$ cat config.mk
export PLATFORM = sky130hd
export DESIGN_NAME = mem_selftest_seq
export DESIGN_NICKNAME = d
export VERILOG_FILES = /design/src/rtl/mst_pkg.sv /design/src/rtl/mst_delay_timer.sv /design/src/rtl/mst_ctrl_fsm.sv /design/src/rtl/mst_indicators.sv /design/src/rtl/mem_selftest_seq.sv
export SDC_FILE = /design/constraint.sdc
export NUM_CORES = 1
export LEC_CHECK = 0
export BUFFER_PORTS_ARGS = -buffer_cell sky130_fd_sc_hd__clkbuf_2
export CORE_UTILIZATION = 30
export DETAILED_ROUTE_END_ITERATION = 10
export SLEW_MARGIN = 0
export SYNTH_ARGS = -nofsm -noshare
export SYNTH_HDL_FRONTEND = slang
export SYNTH_SLANG_ARGS = --single-unit
$ cat constraint.sdc
create_clock -name clk -period 2.8 [get_ports clk]
set_input_delay 0.84 -clock clk [delete_from_list [all_inputs] [get_ports clk]]
set_output_delay 0.84 -clock clk [all_outputs]
set_load 0.005 [all_outputs]
$ cat src/rtl/mst_pkg.sv
package mst_pkg;

    typedef enum logic [2:0] {
        ST_STARTUP  = 3'd0,
        ST_INIT     = 3'd1,
        ST_SETTLE   = 3'd2,
        ST_WRITE    = 3'd3,
        ST_RD_ISSUE = 3'd4,
        ST_RD_WAIT  = 3'd5
    } mst_state_e;

    function automatic int unsigned mst_max(input int unsigned a, input int unsigned b);
        return (a > b) ? a : b;
    endfunction

endpackage

$ cat src/rtl/mst_delay_timer.sv
module mst_delay_timer #(
    parameter int unsigned SHORT_CYCLES = 108_000_000,
    parameter int unsigned LONG_CYCLES  = 1_080_000_000
) (
    input  logic clk,
    input  logic rst_n,
    input  logic run,
    input  logic sel_long,
    output logic expired
);
    localparam int unsigned MAXC = mst_pkg::mst_max(SHORT_CYCLES, LONG_CYCLES);
    localparam int unsigned CW   = (MAXC < 2) ? 1 : $clog2(MAXC + 1);
    localparam logic [CW-1:0] SHORT_LAST = CW'(SHORT_CYCLES - 1);
    localparam logic [CW-1:0] LONG_LAST  = CW'(LONG_CYCLES - 1);

    logic [CW-1:0] count_q;
    logic [CW-1:0] last_val;

    always_comb begin
        last_val = sel_long ? LONG_LAST : SHORT_LAST;
        expired  = run && (count_q == last_val);
    end

    always_ff @(posedge clk) begin
        if (!rst_n) begin
            count_q <= '0;
        end else if (!run || expired) begin
            count_q <= '0;
        end else begin
            count_q <= count_q + 1'b1;
        end
    end
endmodule

$ cat src/rtl/mst_ctrl_fsm.sv
module mst_ctrl_fsm
    import mst_pkg::*;
(
    input  logic clk,
    input  logic rst_n,
    input  logic tmr_expired,
    input  logic rd_valid,
    output logic tmr_run,
    output logic tmr_long,
    output logic init_stb,
    output logic wr_stb,
    output logic rd_stb,
    output logic rd_waiting
);
    mst_state_e state_q;
    mst_state_e state_d;

    always_ff @(posedge clk) begin
        if (!rst_n) begin
            state_q <= ST_STARTUP;
        end else begin
            state_q <= state_d;
        end
    end

    always_comb begin
        state_d = state_q;
        unique case (state_q)
            ST_STARTUP:  if (tmr_expired) state_d = ST_INIT;
            ST_INIT:     state_d = ST_SETTLE;
            ST_SETTLE:   if (tmr_expired) state_d = ST_WRITE;
            ST_WRITE:    state_d = ST_RD_ISSUE;
            ST_RD_ISSUE: state_d = ST_RD_WAIT;
            ST_RD_WAIT:  if (rd_valid) state_d = ST_RD_ISSUE;
            default:     state_d = ST_STARTUP;
        endcase
    end

    always_comb begin
        tmr_run    = 1'b0;
        tmr_long   = 1'b0;
        init_stb   = 1'b0;
        wr_stb     = 1'b0;
        rd_stb     = 1'b0;
        rd_waiting = 1'b0;
        unique case (state_q)
            ST_STARTUP:  tmr_run = 1'b1;
            ST_INIT:     init_stb = 1'b1;
            ST_SETTLE: begin
                tmr_run  = 1'b1;
                tmr_long = 1'b1;
            end
            ST_WRITE:    wr_stb = 1'b1;
            ST_RD_ISSUE: rd_stb = 1'b1;
            ST_RD_WAIT:  rd_waiting = 1'b1;
            default:     tmr_run = 1'b0;
        endcase
    end
endmodule

$ cat src/rtl/mst_indicators.sv
module mst_indicators #(
    parameter int unsigned DW = 32,
    parameter logic [DW-1:0] TEST_WORD = '0
) (
    input  logic          clk,
    input  logic          rst_n,
    input  logic          wr_stb,
    input  logic          rd_waiting,
    input  logic          rd_valid,
    input  logic [DW-1:0] rd_data,
    output logic          led_pass_n,
    output logic          led_wrote_n
);
    logic match;

    always_comb match = (rd_data == TEST_WORD);

    always_ff @(posedge clk) begin
        if (!rst_n) begin
            led_wrote_n <= 1'b1;
            led_pass_n  <= 1'b1;
        end else begin
            if (wr_stb) led_wrote_n <= 1'b0;
            if (rd_waiting && rd_valid) led_pass_n <= !match;
        end
    end
endmodule

$ cat src/rtl/mem_selftest_seq.sv
module mem_selftest_seq #(
    parameter int unsigned   DW                = 32,
    parameter int unsigned   AW                = 18,
    parameter logic [DW-1:0] TEST_WORD         = DW'(32'hA5C3_5A3C),
    parameter int unsigned   STARTUP_CYCLES    = 108_000_000,
    parameter int unsigned   WRITE_WAIT_CYCLES = 1_080_000_000
) (
    input  logic          clk,
    input  logic          rst_n,
    output logic          mem_init,
    output logic          mem_wr,
    output logic          mem_rd,
    output logic [AW-1:0] mem_addr,
    output logic [DW-1:0] mem_wdata,
    input  logic [DW-1:0] mem_rdata,
    input  logic          mem_rvalid,
    output logic          led_pass_n,
    output logic          led_wrote_n
);
    logic tmr_run;
    logic tmr_long;
    logic tmr_expired;
    logic rd_waiting;

    mst_delay_timer #(
        .SHORT_CYCLES (STARTUP_CYCLES),
        .LONG_CYCLES  (WRITE_WAIT_CYCLES)
    ) timer_i (
        .clk      (clk),
        .rst_n    (rst_n),
        .run      (tmr_run),
        .sel_long (tmr_long),
        .expired  (tmr_expired)
    );

    mst_ctrl_fsm fsm_i (
        .clk         (clk),
        .rst_n       (rst_n),
        .tmr_expired (tmr_expired),
        .rd_valid    (mem_rvalid),
        .tmr_run     (tmr_run),
        .tmr_long    (tmr_long),
        .init_stb    (mem_init),
        .wr_stb      (mem_wr),
        .rd_stb      (mem_rd),
        .rd_waiting  (rd_waiting)
    );

    mst_indicators #(
        .DW        (DW),
        .TEST_WORD (TEST_WORD)
    ) ind_i (
        .clk         (clk),
        .rst_n       (rst_n),
        .wr_stb      (mem_wr),
        .rd_waiting  (rd_waiting),
        .rd_valid    (mem_rvalid),
        .rd_data     (mem_rdata),
        .led_pass_n  (led_pass_n),
        .led_wrote_n (led_wrote_n)
    );

    always_comb begin
        mem_addr  = '0;
        mem_wdata = mem_wr ? TEST_WORD : '0;
    end
endmodule

# Word-level counts from Yosys, hierarchy flattened
# Cells that the tools add are included.
[word_totals]
ff_bits = 36
in_bits = 35
wordCells = 37
out_inout_bits = 55
[classes]
add_sub_neg = 1
mux = 12
reduce_logical = 9
eq_ne = 10
n_bitwise = 1
[op_table]
columns = ["op", "count"]
rows = [
  ["32-bit equality test, second input constant", 1],
  ["32-bit 2-to-1 mux", 1],
  ["31-bit by 1-bit adder with 31-bit output, second input constant", 1],
  ["31-bit equality test", 1],
  ["31-bit 2-to-1 mux", 1],
  ["3-bit one-hot mux with 6 select lines", 1],
  ["3-bit 2-to-1 mux", 3],
  ["3-bit by 2-bit equality test with 1-bit output, second input constant", 2],
  ["3-bit equality test, second input constant", 2],
  ["1-bit 2-to-1 mux", 6],
  ["2-bit != test, second input constant", 3],
  ["2-bit OR reduction", 2],
  ["3-bit by 1-bit equality test with 1-bit output, second input constant", 1],
  ["3-bit zero test", 1],
  ["3-bit AND reduction", 1],
  ["1-bit logical AND", 2],
  ["1-bit zero test", 2],
  ["1-bit logical OR", 1],
  ["1-bit inverter", 1],
]

# Longest topological paths before layout
# Gate-level depths: netlist (run 1).
[logic_depth]
word_depth = 7
ltp_mapped = 8
depth_no_buf = 6

# Hierarchy
# From an unflattened synthesis (run 1), not the netlist that was laid out.
[hier_totals]
cells_unflattened = 257
area_unflattened_um2 = 2174.6
[by_module_without_submodules]
columns = ["module", "seq_area_each_um2", "instances", "cells_each", "area_per_inst_um2"]
rows = [
  ["mst_delay_timer", 620.6, 1, 172, 1462.7],
  ["mem_selftest_seq", 0.0, 1, 51, 379.1],
  ["mst_indicators", 40.0, 1, 18, 172.7],
  ["mst_ctrl_fsm", 60.1, 1, 16, 160.2],
]

# Worst setup path after synthesis (run 1)
# Ideal clock, no wire load.
[synth_timing]
kind = "input-to-reg"
from = "in mem_rdata[19]"
to = "reg ind_i.led_pass_n"
setup_slack_ns = 0.653
path_buffers = 0
setup_ns = 0.120
arrival_ns = 2.027
path_stages = 4
cell_sequence = "or4b_2 > nor3_1 > a41oi_1 > a211o_1"
[synth_via]
elab_chain_cells = 2
[synth_rtl]
columns = ["item", "line_no", "text"]
rows = [
  ["start, declared", "mem_selftest_seq.sv:15", "input logic [DW-1:0] mem_rdata,"],
  ["32-bit equality test", "mst_indicators.sv:16", "always_comb match = (rd_data == TEST_WORD);"],
  ["1-bit zero test", "mst_indicators.sv:24", "if (rd_waiting && rd_valid) led_pass_n <= !match;"],
  ["end signal, assigned", "mst_indicators.sv:24", ""],
  ["end, declared", "mst_indicators.sv:11", "output logic led_pass_n,"],
]
# No other way between the ends.
# A chain may end at the register's enable or synchronous reset.

# Final worst setup path (run 1)
[layout_timing]
from = "reg fsm_i.state_q[0]"
to = "out mem_wdata[14]"
[layout_via]
elab_chain_cells = 3
[layout_rtl]
columns = ["item", "line_no", "text"]
rows = [
  ["start, declared", "mst_ctrl_fsm.sv:15", "mst_state_e state_q;"],
  ["start signal, assigned", "mst_ctrl_fsm.sv:22", "state_q <= state_d;"],
  ["3-bit by 2-bit equality test with 1-bit output", "mst_ctrl_fsm.sv:46", "unique case (state_q)"],
  ["1-bit 2-to-1 mux", "mst_ctrl_fsm.sv:46", ""],
  ["32-bit 2-to-1 mux", "mem_selftest_seq.sv:65", "mem_wdata = mem_wr ? TEST_WORD : '0;"],
  ["end, declared", "mem_selftest_seq.sv:14", "output logic [DW-1:0] mem_wdata,"],
]
# No other way between the ends.

==> metrics.yaml, run 1 <==
rows: 30
final_core_util: 0.347
antenna_violations_before_repair: 0
crit_arrival_ns: 1.48
worstSetupStartpointType: "flop"
timing.critical_path.slowest_stage_cell: "sky130_fd_sc_hd__dfxtp_1"
worstMarginPinSlew_ns: 0.492
leakage_nw: 1.01
synthDistinctLibCells: 40
cp.buffers_inverters: 2
clock_tree.buffer_depth: 2
slew_headroom: 0.669
ffs_latches_synth: 36
setup.worst_path.class: "reg2out"
grt_pass1_vias: 1508
rsz0062_at_grt: "false"
clock_insertion_delay_worst_skew_ns: 0.29
synth_seq_area_share: 0.332
overall_die_area_sq_um: 7590
largest_net_degree_at_the_start_of_global_routing: 32
worst_hold_path_type: "reg2reg"
cts_repair_resize_count: 0
die_height_microns: 87.1
top_level_ports: 90
drive_gt1_frac: 0.230
mostFrequentLayoutCells: "55 x sky130_fd_sc_hd__clkbuf_2, 43 x sky130_fd_sc_hd__nor2_1, 36 x sky130_fd_sc_hd__dfxtp_1, 34 x sky130_fd_sc_hd__conb_1, 18 x sky130_fd_sc_hd__xor2_1"
number_of_enable_type_register_cells_in_the_synthesized_netlist: 0
synthTopCellsByArea: "sky130_fd_sc_hd__dfxtp_1 33%, sky130_fd_sc_hd__buf_4 17%, sky130_fd_sc_hd__nor2_1 7.4%"
overflow: 0
cts_tree: "built"
slew_viol_final: 0
cts_htree_levels: 2
floorplan.die.width_microns: 87.1
gp_congestion: 0.796
asyncSetResetFlopFracSynth: 0
totalNegativeSetupSlack_ns: 0
timing.critical_path.max_delay_family: "buffers and inverters"
core_area_sq_um: 6910
drtIter0Drc: 89
yosys_most_used_dff: "sky130_fd_sc_hd__dfxtp_1"
setup_viol: 0
dp_hpwl_microns: 3130
slowest_stage_delay_on_critical_path_ns: 0.49
synth_area_leader_cell: "sky130_fd_sc_hd__dfxtp_1"
grt_pass1_wl_microns: 6760
grt_use_total: 0.113
mappedNetlistArea_sq_um: 2170
syn-mean-instance-area_sq_um: 8.26
cts_made_buffers: 5
fin_skew_ns: 0.00419
run_status: "finished clean"
numClockSinks: 36
wirelength_routed_microns: 4200
buffer_ports.inserted: 55
vdd_drop_max_mv: 0.168
cts_hold_buf: 0
viasPerCell: 4.40
total_via_count_after_detailed_routing: 1763
worst_setup_hold_path_clk_slew_ns: 0.07
post-route-period-util: 0.829
final.min_clock_period_ns: 2.32
path_max_fanout: 17
maxCapViolations: 0
synth_cells: 263
most_common_cell_after_layout_fill_and_taps_aside: "sky130_fd_sc_hd__clkbuf_2"
drcViolationCount: 0
dr.pass1.iters: 4
worst_setup_path_end_kind: "primary output"
post_cts.repair.setup_buffers: 0
power.density_nw_per_um2: 410
start_util: 0.315
synth_warnings: 0
worstPathCellList: "nand3b_1, inv_1, clkbuf_2"
root_buffer_cell: "sky130_fd_sc_hd__clkbuf_8"
max_freq_mhz: 431
area.growth.synth_to_final_pct: 10.4
route.detailed.wl_per_inst_microns: 10.5
nNetsFinal: 341
final-hold-violation-count: 0
antennaDiodeCount: 0
antenna_violating_nets_left: 0
worst_ep_required_ns: 1.96
netlist.area_leader.share: 0.332
-- layer usage --
layer | track usage | up-vias | part of all wire
met4 | 0.0268 | 0 | 0.0079
met1 | 0.140 | 796 | 0.46
met3 | 0.0313 | 4 | 0.078
met5 | 0 | - | 0
met2 | 0.195 | 72 | 0.45
li1 | - | 891 | -
-- cell type report --
| cell class | count | area (sq um) |
|---|---|---|
| Clock buffer | 7 | 96.3 |
| Inverter | 6 | 22.5 |
| Timing Repair Buffer | 57 | 303 |
| Sequential cell | 36 | 721 |
| Tap cell | 96 | 120 |
| Multi-Input combinational cell | 199 | 1140 |
| Fill cell | 750 | 4510 |
-- cells by family after synthesis --
| logic type | Yosys count | share of synthesized area |
|---|---|---|
| AOI/OAI and AO/OA | 11 | 0.0386 |
| DFF | 36 | 0.332 |
| and+or+nand+nor | 124 | 0.303 |
| buffers and inverters | 61 | 0.203 |
| xor gates and xnor gates | 29 | 0.117 |
| adders and majority gates | 1 | 0.00576 |
| other | 1 | 0.00173 |
-- synthesized netlist by cell type (2+ instances only) --
master and count:
sky130_fd_sc_hd__nor4bb_1 3, sky130_fd_sc_hd__nand4_1 10, sky130_fd_sc_hd__or3b_2 2, sky130_fd_sc_hd__nor4_1 6, sky130_fd_sc_hd__dfxtp_1 36, sky130_fd_sc_hd__nand4b_1 4
sky130_fd_sc_hd__xnor2_1 11, sky130_fd_sc_hd__nand3_1 14, sky130_fd_sc_hd__and3_1 6, sky130_fd_sc_hd__buf_4 50, sky130_fd_sc_hd__inv_1 6, sky130_fd_sc_hd__nor3b_1 3
sky130_fd_sc_hd__nor2_1 43, sky130_fd_sc_hd__buf_6 3, sky130_fd_sc_hd__xor2_1 18, sky130_fd_sc_hd__a21oi_1 2, sky130_fd_sc_hd__a211oi_1 2, sky130_fd_sc_hd__nand2_1 15
sky130_fd_sc_hd__nor3_1 6, sky130_fd_sc_hd__nand2b_1 3
-- through the flow --
stage / total power [W] / std cells / instance area, sq um / worst slack (ns) / hold WS, ns
2_1_floorplan: 0.000598 / 296 / 2300 / 0.653 / 0.430
6_report: 0.000983 / 401 / 2400 / 0.479 / 0.449
4_1_cts: 0.000992 / 401 / 2400 / 0.468 / 0.455
3_5_place_dp: 0.000591 / 394 / 2300 / 0.416 / 0.443
3_3_place_gp: 0.000590 / 394 / 2300 / 0.440 / 0.436
5_1_grt: 0.00103 / 401 / 2400 / 0.319 / 0.478
-- worst reg2reg max path: stages (launching register included) --
cell and delay, ns:
sky130_fd_sc_hd__dfxtp_1 0.37, sky130_fd_sc_hd__ha_1 0.24, sky130_fd_sc_hd__nand4_2 0.19, sky130_fd_sc_hd__or2_1 0.37, sky130_fd_sc_hd__or4_4 0.57, sky130_fd_sc_hd__o21ai_4 0.16, sky130_fd_sc_hd__buf_12 0.19, sky130_fd_sc_hd__nor2_1 0.09
-- path summary, 6_finish.rpt --
path | start | endpoint | slack (ns) | cells past startpoint
setup / recovery | fsm_i.state_q[0]$_SDFFE_PN0P_ | mem_wdata[14] | 0.48 | 3
hold reg to reg | ind_i.led_wrote_n$_SDFFE_PN1P_ | ind_i.led_wrote_n$_SDFFE_PN1P_ | 0.45 | 2
hold / removal | ind_i.led_wrote_n$_SDFFE_PN1P_ | ind_i.led_wrote_n$_SDFFE_PN1P_ | 0.45 | 2
setup reg to reg | timer_i.count_q[0]$_SDFF_PP0_ | timer_i.count_q[6]$_SDFF_PP0_ | 0.52 | 7
-- registers in the layout, summed over array words and instances, names as in the netlist --
signal,count
timer_i.count_q,31
ind_i.led_pass_n,1
fsm_i.state_q,3
ind_i.led_wrote_n,1
-- power by group --
group	switching [W]	leakage [nW]	internal, W
registers	0.00000383	0.291	0.000516
clock network	0.000184	0.0503	0.000219
logic	0.0000323	0.674	0.0000277
total	0.000221	1.01	0.000763
No activity file was read; power rests on OpenSTA's default activity.
==> inputs of run 2 (changes only) <==
==> constraint.sdc (replaced) <==
create_clock -name clk -period 1.9 [get_ports clk]
set_input_delay 0.57 -clock clk [delete_from_list [all_inputs] [get_ports clk]]
set_output_delay 0.57 -clock clk [all_outputs]
set_load 0.005 [all_outputs]
==> metrics.yaml, run 2 (synthesis results as in run 1) <==
run_status: "complete, but fails checks"
failing_checks: "negative setup slack"
dr.pass1.iters: 4  # unchanged
post-route-period-util: 1.05
nNetsFinal: 377  # +11%
clock_insertion_delay_worst_skew_ns: 0.28  # about the same
drtIter0Drc: 68  # -24%
cts_made_buffers: 5  # unchanged
grt_pass1_vias: 1610  # +6.8%
cts_hold_buf: 0  # unchanged
reg2reg_depth: 6  # -1
cts_tree: "built"
antenna_violations_before_repair: 0  # unchanged
overall_die_area_sq_um: 7590  # unchanged
setup_viol: 31  # +31
final-hold-violation-count: 0  # unchanged
max_freq_mhz: 503
r2r_setup_slack_ns: -0.09  # -0.61 ns
maxCapViolations: 0  # unchanged
antennaDiodeCount: 0  # unchanged
gr-usage-met3: 0.0275  # -0.00379
grt_use_total: 0.120  # +0.00654
vdd_drop_max_mv: 0.271  # +61%
reg2reg_to: "timer_i.count_q[22]$_SDFF_PP0_"
global_route.peak_usage_layer: "met2"
total_via_count_after_detailed_routing: 1911  # +8.4%
crit_arrival_ns: 2.16  # +0.68 ns
setup.worst_path.class: "reg2reg"
largest_net_degree_at_the_start_of_global_routing: 17  # -47%
critical_path.endpoint: "timer_i.count_q[22]$_SDFF_PP0_"
viasPerCell: 4.36  # -0.76%
worst_setup_path_end_kind: "flop"
wirelength_routed_microns: 4600  # +9.5%
fin_skew_ns: 0.00617  # +0.00198 ns
met2_usage: 0.212  # +0.0165
rows: 30  # unchanged
core_area_sq_um: 6910  # unchanged
root_buffer_cell: "sky130_fd_sc_hd__clkbuf_8"
drcViolationCount: 0  # unchanged
worst_ep_required_ns: 2.08  # +0.12 ns
dp_hpwl_microns: 3550  # +13%
final-instance-count-excl-fill: 438  # +9.2%
crit_path_start: "timer_i.count_q[14]$_SDFF_PP0_"
final.min_clock_period_ns: 1.99
worst_hold_path_type: "reg2reg"
slew_viol_final: 0  # unchanged
mostFrequentLayoutCells: "53 x sky130_fd_sc_hd__clkbuf_2, 43 x sky130_fd_sc_hd__nor2_1, 34 x sky130_fd_sc_hd__conb_1, 31 x sky130_fd_sc_hd__buf_4, 27 x sky130_fd_sc_hd__dfxtp_1"
area.growth.synth_to_final_pct: 26.4
gp_congestion: 0.764  # -4.0%
top_level_ports: 90  # unchanged
cts_htree_levels: 2  # unchanged
most_common_cell_after_layout_fill_and_taps_aside: "sky130_fd_sc_hd__clkbuf_2"
die_height_microns: 87.1  # unchanged
totalNegativeSetupSlack_ns: -2.39  # -2.39 ns
buffer_ports.inserted: 55  # unchanged
drive_gt1_frac: 0.342  # +0.113
floorplan.die.width_microns: 87.1  # unchanged
power.density_nw_per_um2: 560  # +36%
antenna_violating_nets_left: 0  # unchanged
path_max_fanout: 16  # -1
start_util: 0.315  # unchanged
leakage_nw: 1.20  # +19%
finalWorstSetupSlack_ns: -0.0864  # -0.565 ns
clock_tree.buffer_depth: 2  # unchanged
largest_register_ffs: 31  # unchanged
place.detailed.instances: 423  # +7.4%
globalRouteMet1Util: 0.144  # +0.00438
rsz0062_at_grt: "true"
numClockSinks: 36  # unchanged
route.detailed.wl_per_inst_microns: 10.5  # +0.29%
worst_setup_hold_path_clk_slew_ns: 0.07  # about the same
r2r_startpoint: "timer_i.count_q[14]$_SDFF_PP0_"
biggestRegsByFlops: "timer_i.count_q: 31 flops, fsm_i.state_q: 3 flops"
overflow: 0  # unchanged
grt_pass1_wl_microns: 7070  # +4.7%
worstSetupStartpointType: "flop"
largest_register: "timer_i.count_q"
## run 2: cell types whose count changed in the layout (fill, tap and decap cells not counted), moves of 2 or more
| cell | change |
|---|---|
| sky130_fd_sc_hd__buf_4 | +30 |
| sky130_fd_sc_hd__buf_6 | +4 |
| sky130_fd_sc_hd__clkbuf_2 | -2 |
| sky130_fd_sc_hd__clkbuf_8 | -2 |
| sky130_fd_sc_hd__clkinvlp_4 | +3 |
| sky130_fd_sc_hd__dfxtp_1 | -9 |
| sky130_fd_sc_hd__dfxtp_2 | +9 |
## run 2: cell type report
type	count	area, sq um
inverters	6	26.3
flip-flops and latches	36	732
clock buffers	6	72.6
repair inverters	2	15.0
repair buffers	91	588
fillers	713	4160
well taps	96	120
multi-input cells	199	1160
clock inverters	2	35.0
## run 2: how the worst min path moves through the flow
stage / endpoint / depth (start not counted) / startpoint / slack (ns)
2_1_floorplan: timer_i.count_q[0]$_SDFF_PP0_ / 1 / timer_i.count_q[0]$_SDFF_PP0_ / 0.43
3_3_place_gp: ind_i.led_wrote_n$_SDFFE_PN1P_ / 2 / ind_i.led_wrote_n$_SDFFE_PN1P_ / 0.43
3_5_place_dp: ind_i.led_wrote_n$_SDFFE_PN1P_ / 2 / ind_i.led_wrote_n$_SDFFE_PN1P_ / 0.43
4_1_cts: ind_i.led_wrote_n$_SDFFE_PN1P_ / 2 / ind_i.led_wrote_n$_SDFFE_PN1P_ / 0.44
5_1_grt: ind_i.led_wrote_n$_SDFFE_PN1P_ / 2 / ind_i.led_wrote_n$_SDFFE_PN1P_ / 0.46
6_report: ind_i.led_wrote_n$_SDFFE_PN1P_ / 2 / ind_i.led_wrote_n$_SDFFE_PN1P_ / 0.44
## run 2: stage by stage
step | cell area (sq um) | power, W | worst slack, ns | utilization | hold WS, ns
6_report | 2750 | 0.00154 | -0.0864 | 0.398 | 0.440
5_1_grt | 2750 | 0.00161 | -0.168 | 0.398 | 0.460
4_1_cts | 2720 | 0.00156 | -0.0990 | 0.393 | 0.445
3_5_place_dp | 2560 | 0.000894 | -0.109 | 0.371 | 0.433
3_3_place_gp | 2560 | 0.000892 | -0.108 | 0.371 | 0.435
2_1_floorplan | 2320 | 0.000888 | -0.0578 | - | 0.429
## run 2: what timing repair did
action / in CTS / in global routing
gates resized for setup: 9 / 3
setup endpoints to repair: 48 / 48
buffers inserted: 3 / 3
endpoints found under the hold margin: 0 / 0
gates cloned: 2 / 0
pin swaps: 1 / 1
## run 2: critical path: stages, from the launching register on
cell,delay (ns)
sky130_fd_sc_hd__dfxtp_2,0.35
sky130_fd_sc_hd__nand4_1,0.13
sky130_fd_sc_hd__or4_1,0.42
sky130_fd_sc_hd__or4_4,0.54
sky130_fd_sc_hd__o21ai_4,0.21
sky130_fd_sc_hd__buf_12,0.17
sky130_fd_sc_hd__nor2_1,0.05
## run 2: where the power goes
part	total, W	leakage, nW	internal (W)	switching [W]
clock network	0.000661	0.0552	0.000389	0.000271
logic	0.000110	0.855	0.0000551	0.0000545
registers	0.000766	0.295	0.000761	0.00000558
total	0.00154	1.20	0.00121	0.000332
## run 2: routing by layer
metal	wire length [microns]	vias up
li1	-	963
met1	2020	869
met2	2270	76
met3	289	3
met4	20	0
met5	0	-
==> inputs of run 3 (changes only) <==
--- a/config.mk
+++ b/config.mk
@@ -8,6 +8,7 @@
 export BUFFER_PORTS_ARGS = -buffer_cell sky130_fd_sc_hd__clkbuf_2
 export CORE_UTILIZATION = 30
 export DETAILED_ROUTE_END_ITERATION = 10
+export PLACE_DENSITY = 0.53
 export SLEW_MARGIN = 0
 export SYNTH_ARGS = -nofsm -noshare
 export SYNTH_HDL_FRONTEND = slang
==> metrics.yaml, run 3 (synthesis results as in run 1) <==
run_status: "complete, but fails checks"
failing_checks: "negative setup slack"
top_level_ports: 90  # unchanged
power_frac_clock: 0.429  # about the same
post-route-period-util: 1.04  # -0.00681
met2_usage: 0.239  # +0.0272
gp_congestion: 0.739  # -3.3%
global_route.peak_usage_layer: "met2"
die_height_microns: 87.1  # unchanged
overflow: 0  # unchanged
max_freq_mhz: 507  # +0.66%
worst_setup_path_end_kind: "flop"
total_via_count_after_detailed_routing: 1927  # +0.84%
floorplan.die.width_microns: 87.1  # unchanged
setup.worst_path.class: "reg2reg"
p_switching_w: 0.000349  # +5.2%
crit_arrival_ns: 2.16  # about the same
rows: 30  # unchanged
leakage_nw: 1.23  # +2.0%
drive_gt1_frac: 0.366  # +0.0242
internal_cell_power_w: 0.00122  # +0.97%
path_max_fanout: 7  # -9
grt_pass1_vias: 1725  # +7.1%
worst_hold_path_type: "reg2reg"
viasPerCell: 4.38  # +0.38%
share_of_total_power_in_sequential_cells: 0.489  # -0.010
dr.pass1.iters: 4  # unchanged
mostFrequentLayoutCells: "54 x sky130_fd_sc_hd__clkbuf_2, 36 x sky130_fd_sc_hd__nor2_1, 34 x sky130_fd_sc_hd__conb_1, 29 x sky130_fd_sc_hd__buf_4, 28 x sky130_fd_sc_hd__dfxtp_1"
worst_setup_hold_path_clk_slew_ns: 0.07  # about the same
gr-usage-met3: 0.0284  # +0.000948
root_buffer_cell: "sky130_fd_sc_hd__clkbuf_8"
drtIter0Drc: 47  # -31%
clock_tree.buffer_depth: 2  # unchanged
antenna_violating_nets_left: 0  # unchanged
vdd_drop_max_mv: 0.348  # +28%
core_area_sq_um: 6910  # unchanged
final-hold-violation-count: 0  # unchanged
nNetsFinal: 379  # +0.53%
finalWorstSetupSlack_ns: -0.0734  # +0.0129 ns
route.detailed.wl_per_inst_microns: 11.2  # +6.7%
buffer_ports.inserted: 55  # unchanged
numClockSinks: 36  # unchanged
finalPower_w: 0.00157  # +1.9%
start_util: 0.315  # unchanged
clock_insertion_delay_worst_skew_ns: 0.29  # about the same
globalRouteMet1Util: 0.147  # +0.00323
dp_hpwl_microns: 3560  # about the same
cts_htree_levels: 2  # unchanged
grt_pass1_wl_microns: 7610  # +7.6%
drcViolationCount: 0  # unchanged
setup_viol: 23  # -26%
totalNegativeSetupSlack_ns: -1.32  # +1.07 ns
maxCapViolations: 0  # unchanged
rsz0062_at_grt: "true"
antennaDiodeCount: 0  # unchanged
grt_use_total: 0.130  # +0.0107
cts_made_buffers: 5  # unchanged
final-instance-count-excl-fill: 440  # +0.46%
cts_tree: "built"
largest_net_degree_at_the_start_of_global_routing: 18  # +1
largest_register: "timer_i.count_q"
final.min_clock_period_ns: 1.97  # -0.0129 ns
largest_register_ffs: 31  # unchanged
power_frac_comb: 0.081  # +0.010
most_common_cell_after_layout_fill_and_taps_aside: "sky130_fd_sc_hd__clkbuf_2"
area.growth.synth_to_final_pct: 30.2
overall_die_area_sq_um: 7590  # unchanged
place_ws_ns: -0.188  # -0.0787 ns
wirelength_routed_microns: 4930  # +7.2%
worst_ep_required_ns: 2.09  # about the same
worstSetupStartpointType: "flop"
slew_viol_final: 0  # unchanged
fin_skew_ns: 0.00542  # -0.000757 ns
biggestRegsByFlops: "timer_i.count_q: 31 flops, fsm_i.state_q: 3 flops"
place.detailed.instances: 423  # unchanged
netSwitchingFraction: 0.223  # +0.00711
antenna_violations_before_repair: 0  # unchanged
power.density_nw_per_um2: 553  # -1.1%
run 3: cell types whose count changed in the layout (fill, tap and decap cells not counted), sizes merged:
cell	before	now
clkinvlp	3	2
inv	5	6
clkbuf	59	61
run 3: layout make-up:
class	count	area (sq um)
inverters	6	27.5
clock buffers	6	72.6
multi-input cells	199	1190
repair buffers	93	641
fillers	723	4080
clock inverters	2	35.0
repair inverters	2	15.0
well taps	96	120
flip-flops and latches	36	731
run 3: metrics by stage:
step           area (sq um)  utilization  hold WS, ns
6_report               2830        0.410        0.448
5_1_grt                2830        0.410        0.463
4_1_cts                2750        0.399        0.453
3_5_place_dp           2560        0.371        0.442
3_3_place_gp           2560        0.371        0.438
2_1_floorplan          2320            -        0.429
run 3: worst paths after layout:
path / from / endpoint / slack (ns) / cells after the start
worst min-delay path: ind_i.led_wrote_n$_SDFFE_PN1P_ / ind_i.led_wrote_n$_SDFFE_PN1P_ / 0.45 / 2
worst max register to register: timer_i.count_q[13]$_SDFF_PP0_ / timer_i.count_q[20]$_SDFF_PP0_ / -0.07 / 7
worst min register to register: ind_i.led_wrote_n$_SDFFE_PN1P_ / ind_i.led_wrote_n$_SDFFE_PN1P_ / 0.45 / 2
worst max-delay path: timer_i.count_q[13]$_SDFF_PP0_ / timer_i.count_q[20]$_SDFF_PP0_ / -0.07 / 7
run 3: power by group through the flow:
stage / clock network [W] / registers [W] / logic, W
floorplan: 0 / 0.000785 / 0.000102
finish: 0.000672 / 0.000766 / 0.000127
global route: 0.000716 / 0.000767 / 0.000146
global placement: 0 / 0.000784 / 0.000107
CTS: 0.000689 / 0.000766 / 0.000127
detailed placement: 0 / 0.000784 / 0.000108
run 3: repair_timing:
action	4_1_cts	5_1_grt
setup endpoints to repair	48	48
hold buffers	0	0
hold endpoints to repair	0	0
gates resized for setup	9	14
pin swaps	8	3
gates cloned	1	3
buffers inserted	3	3
run 3: worst max-delay path, cell delays in order (launching register included):
cell and delay [ns]:
sky130_fd_sc_hd__dfxtp_2 0.33, sky130_fd_sc_hd__nand4_1 0.12, sky130_fd_sc_hd__or4_1 0.41, sky130_fd_sc_hd__or4_4 0.51
sky130_fd_sc_hd__o21ai_4 0.18, sky130_fd_sc_hd__buf_12 0.14, sky130_fd_sc_hd__clkbuf_16 0.14, sky130_fd_sc_hd__nor2_1 0.04
run 3: per-layer routing:
metal,routed length [microns],up-vias,share of wire
li1,-,971,-
met1,2190,876,0.44
met2,2400,72,0.49
met3,271,8,0.055
met4,68,0,0.014
met5,0,-,0
